==> src/rtl/dma_csr_pkg.sv <==
package dma_csr_pkg;

  localparam int REG_W   = 32;
  localparam int EVT_W   = 11;
  localparam int STATE_W = 3;

  // control bit positions
  localparam int CTL_RX_BIT    = 1;
  localparam int CTL_TX_BIT    = 13;
  localparam int CTL_FLUSH_BIT = 20;

  // status / enable summary positions
  localparam int SUM_ABN_BIT = 15;
  localparam int SUM_NRM_BIT = 16;
  localparam int RX_ST_LSB   = 17;
  localparam int TX_ST_LSB   = 20;

  // which event flags belong to the normal class (tx done, rx done)
  localparam logic [EVT_W-1:0] NRM_EVT_MASK = EVT_W'(11'h021);
  localparam logic [EVT_W-1:0] ABN_EVT_MASK = EVT_W'(11'h7DE);

  localparam logic [REG_W-1:0] IE_DEFAULT =
    (REG_W'(1) << SUM_ABN_BIT) | (REG_W'(1) << SUM_NRM_BIT);

  typedef enum logic [1:0] {
    SEL_CTRL = 2'd0,
    SEL_IE   = 2'd1,
    SEL_STAT = 2'd2,
    SEL_POLL = 2'd3
  } reg_sel_e;

  function automatic logic abn_summary(input logic [EVT_W-1:0] pend);
    return |(pend & ABN_EVT_MASK);
  endfunction

  function automatic logic nrm_summary(input logic [EVT_W-1:0] pend);
    return |(pend & NRM_EVT_MASK);
  endfunction

  function automatic logic [REG_W-1:0] pack_status(
    input logic [EVT_W-1:0]   pend,
    input logic [STATE_W-1:0] txs,
    input logic [STATE_W-1:0] rxs
  );
    logic [REG_W-1:0] w;
    w = '0;
    w[EVT_W-1:0] = pend;
    w[SUM_ABN_BIT] = abn_summary(pend);
    w[SUM_NRM_BIT] = nrm_summary(pend);
    w[RX_ST_LSB +: STATE_W] = rxs;
    w[TX_ST_LSB +: STATE_W] = txs;
    return w;
  endfunction

endpackage

==> src/rtl/dma_csr_ctrl.sv <==
module dma_csr_ctrl (
  input  logic clk,
  input  logic rst_n,
  input  logic wr_ctrl,
  input  logic wr_ie,
  input  logic wr_poll,
  input  logic set_tx_run,
  input  logic set_rx_run,
  input  logic set_flush,
  input  logic set_ie_abn,
  input  logic set_ie_nrm,
  input  logic flush_done,
  output logic tx_run,
  output logic rx_run,
  output logic flush_pend,
  output logic ie_abn,
  output logic ie_nrm,
  output logic tx_kick
);

  logic flush_nxt;

  // set by software, cleared only by completion; a fresh set wins
  assign flush_nxt = (wr_ctrl && set_flush) || (flush_pend && !flush_done);

  always_ff @(posedge clk) begin
    if (!rst_n) begin
      tx_run     <= 1'b0;
      rx_run     <= 1'b0;
      flush_pend <= 1'b0;
      ie_abn     <= 1'b0;
      ie_nrm     <= 1'b0;
      tx_kick    <= 1'b0;
    end else begin
      if (wr_ctrl) begin
        tx_run <= set_tx_run;
        rx_run <= set_rx_run;
      end
      if (wr_ie) begin
        ie_abn <= set_ie_abn;
        ie_nrm <= set_ie_nrm;
      end
      flush_pend <= flush_nxt;
      tx_kick    <= wr_poll;
    end
  end

  p_kick_on_write_r2: assert property (@(posedge clk) disable iff (!rst_n)
    wr_poll |=> tx_kick);
  p_kick_single_r2: assert property (@(posedge clk) disable iff (!rst_n)
    !wr_poll |=> !tx_kick);
  p_flush_holds_r4: assert property (@(posedge clk) disable iff (!rst_n)
    (flush_pend && !flush_done) |=> flush_pend);
  p_flush_ends_r4: assert property (@(posedge clk) disable iff (!rst_n)
    (flush_done && !(wr_ctrl && set_flush)) |=> !flush_pend);

endmodule

==> src/rtl/dma_csr_status.sv <==
module dma_csr_status #(
  parameter int EVT_W = 11
) (
  input  logic             clk,
  input  logic             rst_n,
  input  logic [EVT_W-1:0] ev_in,
  input  logic [EVT_W-1:0] clr_mask,
  output logic [EVT_W-1:0] pend
);

  for (genvar i = 0; i < EVT_W; i++) begin : g_flag
    logic flag_nxt;
    // an arriving event outranks a simultaneous clear
    assign flag_nxt = ev_in[i] || (pend[i] && !clr_mask[i]);

    always_ff @(posedge clk) begin
      if (!rst_n) pend[i] <= 1'b0;
      else        pend[i] <= flag_nxt;
    end

    p_event_sets_r5: assert property (@(posedge clk) disable iff (!rst_n)
      ev_in[i] |=> pend[i]);
    p_w1c_clears_r6: assert property (@(posedge clk) disable iff (!rst_n)
      (clr_mask[i] && !ev_in[i]) |=> !pend[i]);
    p_zero_keeps_r6: assert property (@(posedge clk) disable iff (!rst_n)
      (!clr_mask[i] && !ev_in[i]) |=> $stable(pend[i]));
  end

endmodule

==> src/rtl/dma_csr_block.sv <==
module dma_csr_block
  import dma_csr_pkg::*;
#(
  parameter int ADDR_W = 2
) (
  input  logic               clk,
  input  logic               rst_n,
  input  logic               bus_wr,
  input  logic [ADDR_W-1:0]  bus_addr,
  input  logic [REG_W-1:0]   bus_wdata,
  output logic [REG_W-1:0]   bus_rdata,
  input  logic [EVT_W-1:0]   dma_events,
  input  logic [STATE_W-1:0] tx_state,
  input  logic [STATE_W-1:0] rx_state,
  input  logic               flush_done,
  output logic               tx_run,
  output logic               rx_run,
  output logic               flush_req,
  output logic               tx_kick,
  output logic               irq
);

  reg_sel_e         sel;
  logic             wr_ctrl, wr_ie, wr_stat, wr_poll;
  logic             ie_abn, ie_nrm;
  logic [EVT_W-1:0] clr_mask;
  logic [EVT_W-1:0] pend;
  logic             sum_abn, sum_nrm;
  logic [REG_W-1:0] ctrl_word, ie_word, stat_word;
  logic             unused_wdata;

  assign sel     = reg_sel_e'(bus_addr[1:0]);
  assign wr_ctrl = bus_wr && (sel == SEL_CTRL);
  assign wr_ie   = bus_wr && (sel == SEL_IE);
  assign wr_stat = bus_wr && (sel == SEL_STAT);
  assign wr_poll = bus_wr && (sel == SEL_POLL);

  assign clr_mask     = wr_stat ? bus_wdata[EVT_W-1:0] : '0;
  assign unused_wdata = ^bus_wdata;

  dma_csr_ctrl u_ctrl (
    .clk        (clk),
    .rst_n      (rst_n),
    .wr_ctrl    (wr_ctrl),
    .wr_ie      (wr_ie),
    .wr_poll    (wr_poll),
    .set_tx_run (bus_wdata[CTL_TX_BIT]),
    .set_rx_run (bus_wdata[CTL_RX_BIT]),
    .set_flush  (bus_wdata[CTL_FLUSH_BIT]),
    .set_ie_abn (bus_wdata[SUM_ABN_BIT]),
    .set_ie_nrm (bus_wdata[SUM_NRM_BIT]),
    .flush_done (flush_done),
    .tx_run     (tx_run),
    .rx_run     (rx_run),
    .flush_pend (flush_req),
    .ie_abn     (ie_abn),
    .ie_nrm     (ie_nrm),
    .tx_kick    (tx_kick)
  );

  dma_csr_status #(.EVT_W(EVT_W)) u_status (
    .clk      (clk),
    .rst_n    (rst_n),
    .ev_in    (dma_events),
    .clr_mask (clr_mask),
    .pend     (pend)
  );

  assign sum_abn = abn_summary(pend);
  assign sum_nrm = nrm_summary(pend);
  assign irq     = (sum_abn && ie_abn) || (sum_nrm && ie_nrm);

  always_comb begin
    ctrl_word = '0;
    ctrl_word[CTL_TX_BIT]    = tx_run;
    ctrl_word[CTL_RX_BIT]    = rx_run;
    ctrl_word[CTL_FLUSH_BIT] = flush_req;
    ie_word = '0;
    ie_word[SUM_ABN_BIT] = ie_abn;
    ie_word[SUM_NRM_BIT] = ie_nrm;
    stat_word = pack_status(pend, tx_state, rx_state);
  end

  always_comb begin
    unique case (sel)
      SEL_CTRL: bus_rdata = ctrl_word;
      SEL_IE:   bus_rdata = ie_word;
      SEL_STAT: bus_rdata = stat_word;
      default:  bus_rdata = '0;
    endcase
  end

  // irq can only rise after a flag is latched or an enable is written
  p_irq_cause_r10: assert property (@(posedge clk) disable iff (!rst_n)
    $rose(irq) |-> ($past(dma_events) != '0) || $past(wr_ie));
  p_irq_masked_r10: assert property (@(posedge clk) disable iff (!rst_n)
    (wr_ie && !bus_wdata[SUM_ABN_BIT] && !bus_wdata[SUM_NRM_BIT]) |=> !irq);

endmodule

==> config.mk <==
export PLATFORM = sky130hd
export DESIGN_NAME = dma_csr_block
export DESIGN_NICKNAME = d
export VERILOG_FILES = /design/src/rtl/dma_csr_pkg.sv /design/src/rtl/dma_csr_ctrl.sv /design/src/rtl/dma_csr_status.sv /design/src/rtl/dma_csr_block.sv
export SDC_FILE = /design/constraint.sdc
export NUM_CORES = 1
export LEC_CHECK = 0
export BUFFER_PORTS_ARGS = -buffer_cell sky130_fd_sc_hd__clkbuf_2
export CAP_MARGIN = 40
export CORE_ASPECT_RATIO = 1.5
export CORE_MARGIN = 8
export CORE_UTILIZATION = 38
export CTS_CLUSTER_DIAMETER = 200
export DETAILED_ROUTE_END_ITERATION = 12
export PLACE_DENSITY_LB_ADDON = 0.15
export SLEW_MARGIN = 20
export SYNTH_ARGS = -nofsm -noshare
export SYNTH_HDL_FRONTEND = slang
export SYNTH_SLANG_ARGS = --single-unit
==> constraint.sdc <==
create_clock -name clk -period 1.3 [get_ports clk]
set_input_delay 0.26 -clock clk [delete_from_list [all_inputs] [get_ports clk]]
set_output_delay 0.26 -clock clk [all_outputs]
set_load 0.1 [all_outputs]
Yosys cells after proc, flatten, opt, wreduce, memory -nomap -nowiden
Index checks and enable logic that the tools add are counted.
Widths: inputs -> output; s select.
Storage, ports and cells
  register bits after elaboration: 17
  bits of input ports: 55
  output and inout port bits: 37
  logic and storage cells: 69
Cells by class
  equal/unequal tests: 3
  multiplexer cells: 2
  reductions and logical operators: 47
Operators by type and width (number)
  $pmux 23 s3: 1
  $logic_and 1x1->1: 19
  $logic_or 1x1->1: 13
  $logic_not 1->1: 12
  $mux 11: 1
  $reduce_or 9->1: 1
  $eq 2x2->1 const B: 2
  $eq 2x1->1 const B: 1
  $logic_not 2->1: 1
  $reduce_or 2->1: 1

Logic depth before layout (Yosys ltp)
  depth in word-level cells: 6
  gate-level depth with buffers: 5
  depth with buffers taken out: 3

Modules after synthesis
From an unflattened synthesis, not the netlist that was laid out.
Second synthesis, totals
  cell total of the unflattened synthesis: 118
  area, all modules: 1037.2 um^2
By module, submodules not included
  dma_csr_block: times used 1, cells each 66, area an instance 445.4 um^2, sequential area each 0.0 um^2
  dma_csr_status: times used 1, cells each 34, area an instance 382.9 um^2, sequential area each 220.2 um^2
  dma_csr_ctrl: times used 1, cells each 18, area an instance 209.0 um^2, sequential area each 120.1 um^2

Worst setup path before layout
Ideal clock, no wire load.
  path type: register to output
  from: register u_ctrl.tx_run
  to: output bus_rdata[13]
  arrival: 3.252 ns
  required time: 1.040 ns
  setup slack: -2.212 ns
  stages on the path, launching flop included: 2
  path buffers: 0
  cell sequence: dfxtp_1 nor3b_1
On the way
  longest elaborated chain between the ends: 1
RTL lines
  start, declared: RTL line dma_csr_ctrl.sv:13  | output logic tx_run,
  start signal, assigned: RTL line dma_csr_ctrl.sv:36  | tx_run <= set_tx_run;
  $pmux 23 s3: RTL line dma_csr_block.sv:85  | unique case (sel)
  end, declared: RTL line dma_csr_block.sv:11  | output logic [REG_W-1:0] bus_rdata,
No other way between the ends.

Final worst setup path
  from: register u_status.pend[8]
  to: output bus_rdata[15]
On the way
  longest elaborated chain between the ends: 2
RTL lines
  start, declared: RTL line dma_csr_status.sv:8  | output logic [EVT_W-1:0] pend
  start signal, assigned by index: RTL line dma_csr_status.sv:18  | else pend[i] <= flag_nxt;
  $reduce_or 9->1: RTL line dma_csr_pkg.sv:33  | return |(pend & ABN_EVT_MASK);
  $pmux 23 s3: RTL line dma_csr_block.sv:85
No other way between the ends.

==> qor.yml <==
synth-compound-area-share_pct: 28.1
gr-usage-met2_pct: 30.2
fin_ws_ns: -0.346
cp-end-kind: "output pin"
outcome: "complete, but fails checks"
fp.dieArea_sq_um: 4890
failed_checks: "setup timing"
routedWlPerCell_microns: 15.7
r2r_start: "u_status.pend[5]"
start_util_pct: 38.8
rr_worst_depth: 3
yosys.area_share.adder_pct: 0
grt_max_degree: 18
areaGrowthSynthToFinish_pct: 96.0
synth_top_cell_by_area: "dfxtp_1"
final_layout_size_suffix_gt1_share_pct: 66.7
port_buffers: 62
drc: 0
netlist_instances: 116
rsz0062_at_grt: "yes"
use_met3_pct: 4.23
pin_count: 92
syn-mean-instance-area_sq_um: 9.45
hpwl_microns: 2960
coreArea_sq_um: 2820
finalSetupViolCount: 19
synth_simple_gate_area_share_pct: 21.6
timing.critical_path.fanout_max: 2
seq_area_frac_synth_pct: 31.1
htree_num_levels: 1
yosysMostFrequentCell: "dfxtp_1"
slowest_delay_ns: 0.33
synth_top_family_by_area: "compound AO/OA/AOI/OAI gates"
required_ns: 1.04
path_class: "reg2out"
crit_start: "u_status.pend[8]"
setup.worst_path.end: "bus_rdata[15]"
cp_data_arrival_time_ns: 1.39
synth_area_sq_um: 1100
synth-seq-cells: 17
hold_class: "in2reg"
synth.area.mux_share_pct: 3.65
routed_wl_microns: 3660
rrSetupSlack_ns: 0.34
fin_nets: 251
finalWeightedCongestion: 0.694
synthFlopType: "dfxtp_1"
cts_buffer_depth: 2
max-vdd-ir-drop_mv: 0.632
nFillCells: 210
grt-ovfl-total: 0
worst-path-buf-inv: 1
clk_pin_slew_worst_paths_ns: 0.06
drv_slew: 0
p_per_area_nw_per_um2: 848
p_leak_nw: 0.941
die_w_microns: 59.9
synthDominantCellAreaShare_pct: 31.1
vias_per_cell: 4.65
grt_first_pass_wirelength_microns: 5640
cts_sinks: 17
fp-row-count: 24
grt_usage_pct: 14.9
critPathSlowestCell: "dfxtp_2"
worst_r2r_endpoint: "u_status.pend[5]"
critical_path_depth: 4
dpl_worst_slack_ns: -0.151
cap_violations: 0
clk_latency_ns: 0.25
synth-async-reset-ratio_pct: 0
use_met1_pct: 12.8
ctsRootBufferMaster: "clkbuf_8"
synth_area_leaders: "dfxtp_1 (31%), a31oi_4 (17%), buf_4 (8.9%)"
cts_made_buffers: 3
cts_tree: "done"
die_h_microns: 81.8
drt_iter0_markers: 14
diodes: 0
ant_nets: 0
crit_family: "simple AND/OR/NAND/NOR gates"
max_freq_ghz: 0.607
grt_pass1_vias: 1261
min_period_ns: 1.65
synthXorXnorAreaFrac_pct: 0
synth_cell_types: 29
finalHoldViolCount: 0
synth_edf_count: 0
clock_skew_ns: 0
grt.busiest_layer: "met2"
synthTopCellsByCount: "dfxtp_1 (17), and2_1 (15), buf_4 (13)"
num_vias: 1087
worstPathCellList: "nor4_4, nand3_2, a22o_4, buf_12"
dr.pass1.iters: 4
critPathLaunchType: "register"
fin_crit_sh_pct: 127
ys_warn_count: 0
p_total_mw: 1.82
grt_antenna_before_repair: 0
[registers in the layout (all words and copies together) (netlist names)]
signal / flops
u_ctrl.tx_run: 1
u_ctrl.ie_nrm: 1
u_ctrl.flush_pend: 1
u_ctrl.tx_kick: 1
u_status.pend: 11
u_ctrl.rx_run: 1
u_ctrl.ie_abn: 1
[layout make-up]
| type | count | area, sq um | share of cell area, % |
|---|---|---|---|
| Multi-Input combinational cell | 83 | 772 | 35.9 |
| Clock buffer | 4 | 45.0 | 2.10 |
| Inverter | 11 | 41.3 | 1.92 |
| Sequential cell | 17 | 359 | 16.7 |
| Tap cell | 39 | 48.8 | 2.27 |
| Timing Repair Buffer | 80 | 882 | 41.1 |
[cell families (layout without fill, tap and decap cells)]
family	Yosys count	after routing
flip-flops	17	17
AND/OR/NAND/NOR	38	38
buffers and inverters	27	95
AO/OA/AOI/OAI	29	29
other	1	12
multiplexers	4	4
[where the power goes]
part / switching, mW / total, mW / leakage [nW] / internal [mW]
combinational: 0.547 / 0.855 / 0.774 / 0.308
clock: 0.169 / 0.386 / 0.0228 / 0.217
sequential: 0.0290 / 0.581 / 0.144 / 0.552
total: 0.746 / 1.82 / 0.941 / 1.08
[metal layers]
layer	vias to the layer above	wire length [microns]
met2	47	2160
met5	-	0
met4	0	94
met3	10	227
met1	504	1180
li1	526	-
[timing repair]
| item | CTS | global route |
|---|---|---|
| pin swaps | 6 | 12 |
| setup endpoints to repair | 21 | 21 |
| setup buffers | 1 | 0 |
| resized for setup | 11 | 9 |
| hold buffers | 0 | 0 |
| cloned | 0 | 1 |
[cell usage in the layout, fill, tap and decap left out, types with 2 or more instances in the layout]
master,n
dfxtp_4,3
buf_4,12
mux2i_1,2
a31oi_4,9
nor2_4,2
nor2b_1,5
mux2i_4,2
buf_6,5
a31oi_1,2
dfxtp_1,8
nand3_1,2
buf_12,26
clkbuf_2,35
dfxtp_2,6
a21boi_1,2
inv_1,11
and2_4,16
nand2_1,3
clkbuf_8,3
conb_1,12
o21ai_0,12
[per-stage QoR]
step / std cells / util [%] / hold WS (ns) / instance area, sq um / setup TNS, ns
2_1_floorplan: 127 / - / 0.360 / 1270 / -0.976
3_3_place_gp: 228 / 70.7 / 0.451 / 2000 / -1.05
3_5_place_dp: 228 / 70.7 / 0.459 / 2000 / -1.02
4_1_cts: 233 / 74.3 / 0.197 / 2100 / -0.839
5_1_grt: 234 / 76.1 / 0.204 / 2150 / -1.67
6_report: 234 / 76.1 / 0.199 / 2150 / -1.07
[worst min path at each step]
stage                 startpoint          endpoint  slack [ns]  cells past startpoint
global placement    bus_wdata[0]  u_status.pend[0]        0.45                      2
finish              bus_wdata[0]  u_status.pend[0]        0.20                      2
global route        bus_wdata[0]  u_status.pend[0]        0.20                      2
detailed placement  bus_wdata[0]  u_status.pend[0]        0.46                      2
CTS                 bus_wdata[0]  u_status.pend[0]        0.20                      2
floorplan           bus_wdata[0]  u_status.pend[0]        0.36                      1
Power figures use the tool's default switching activity.
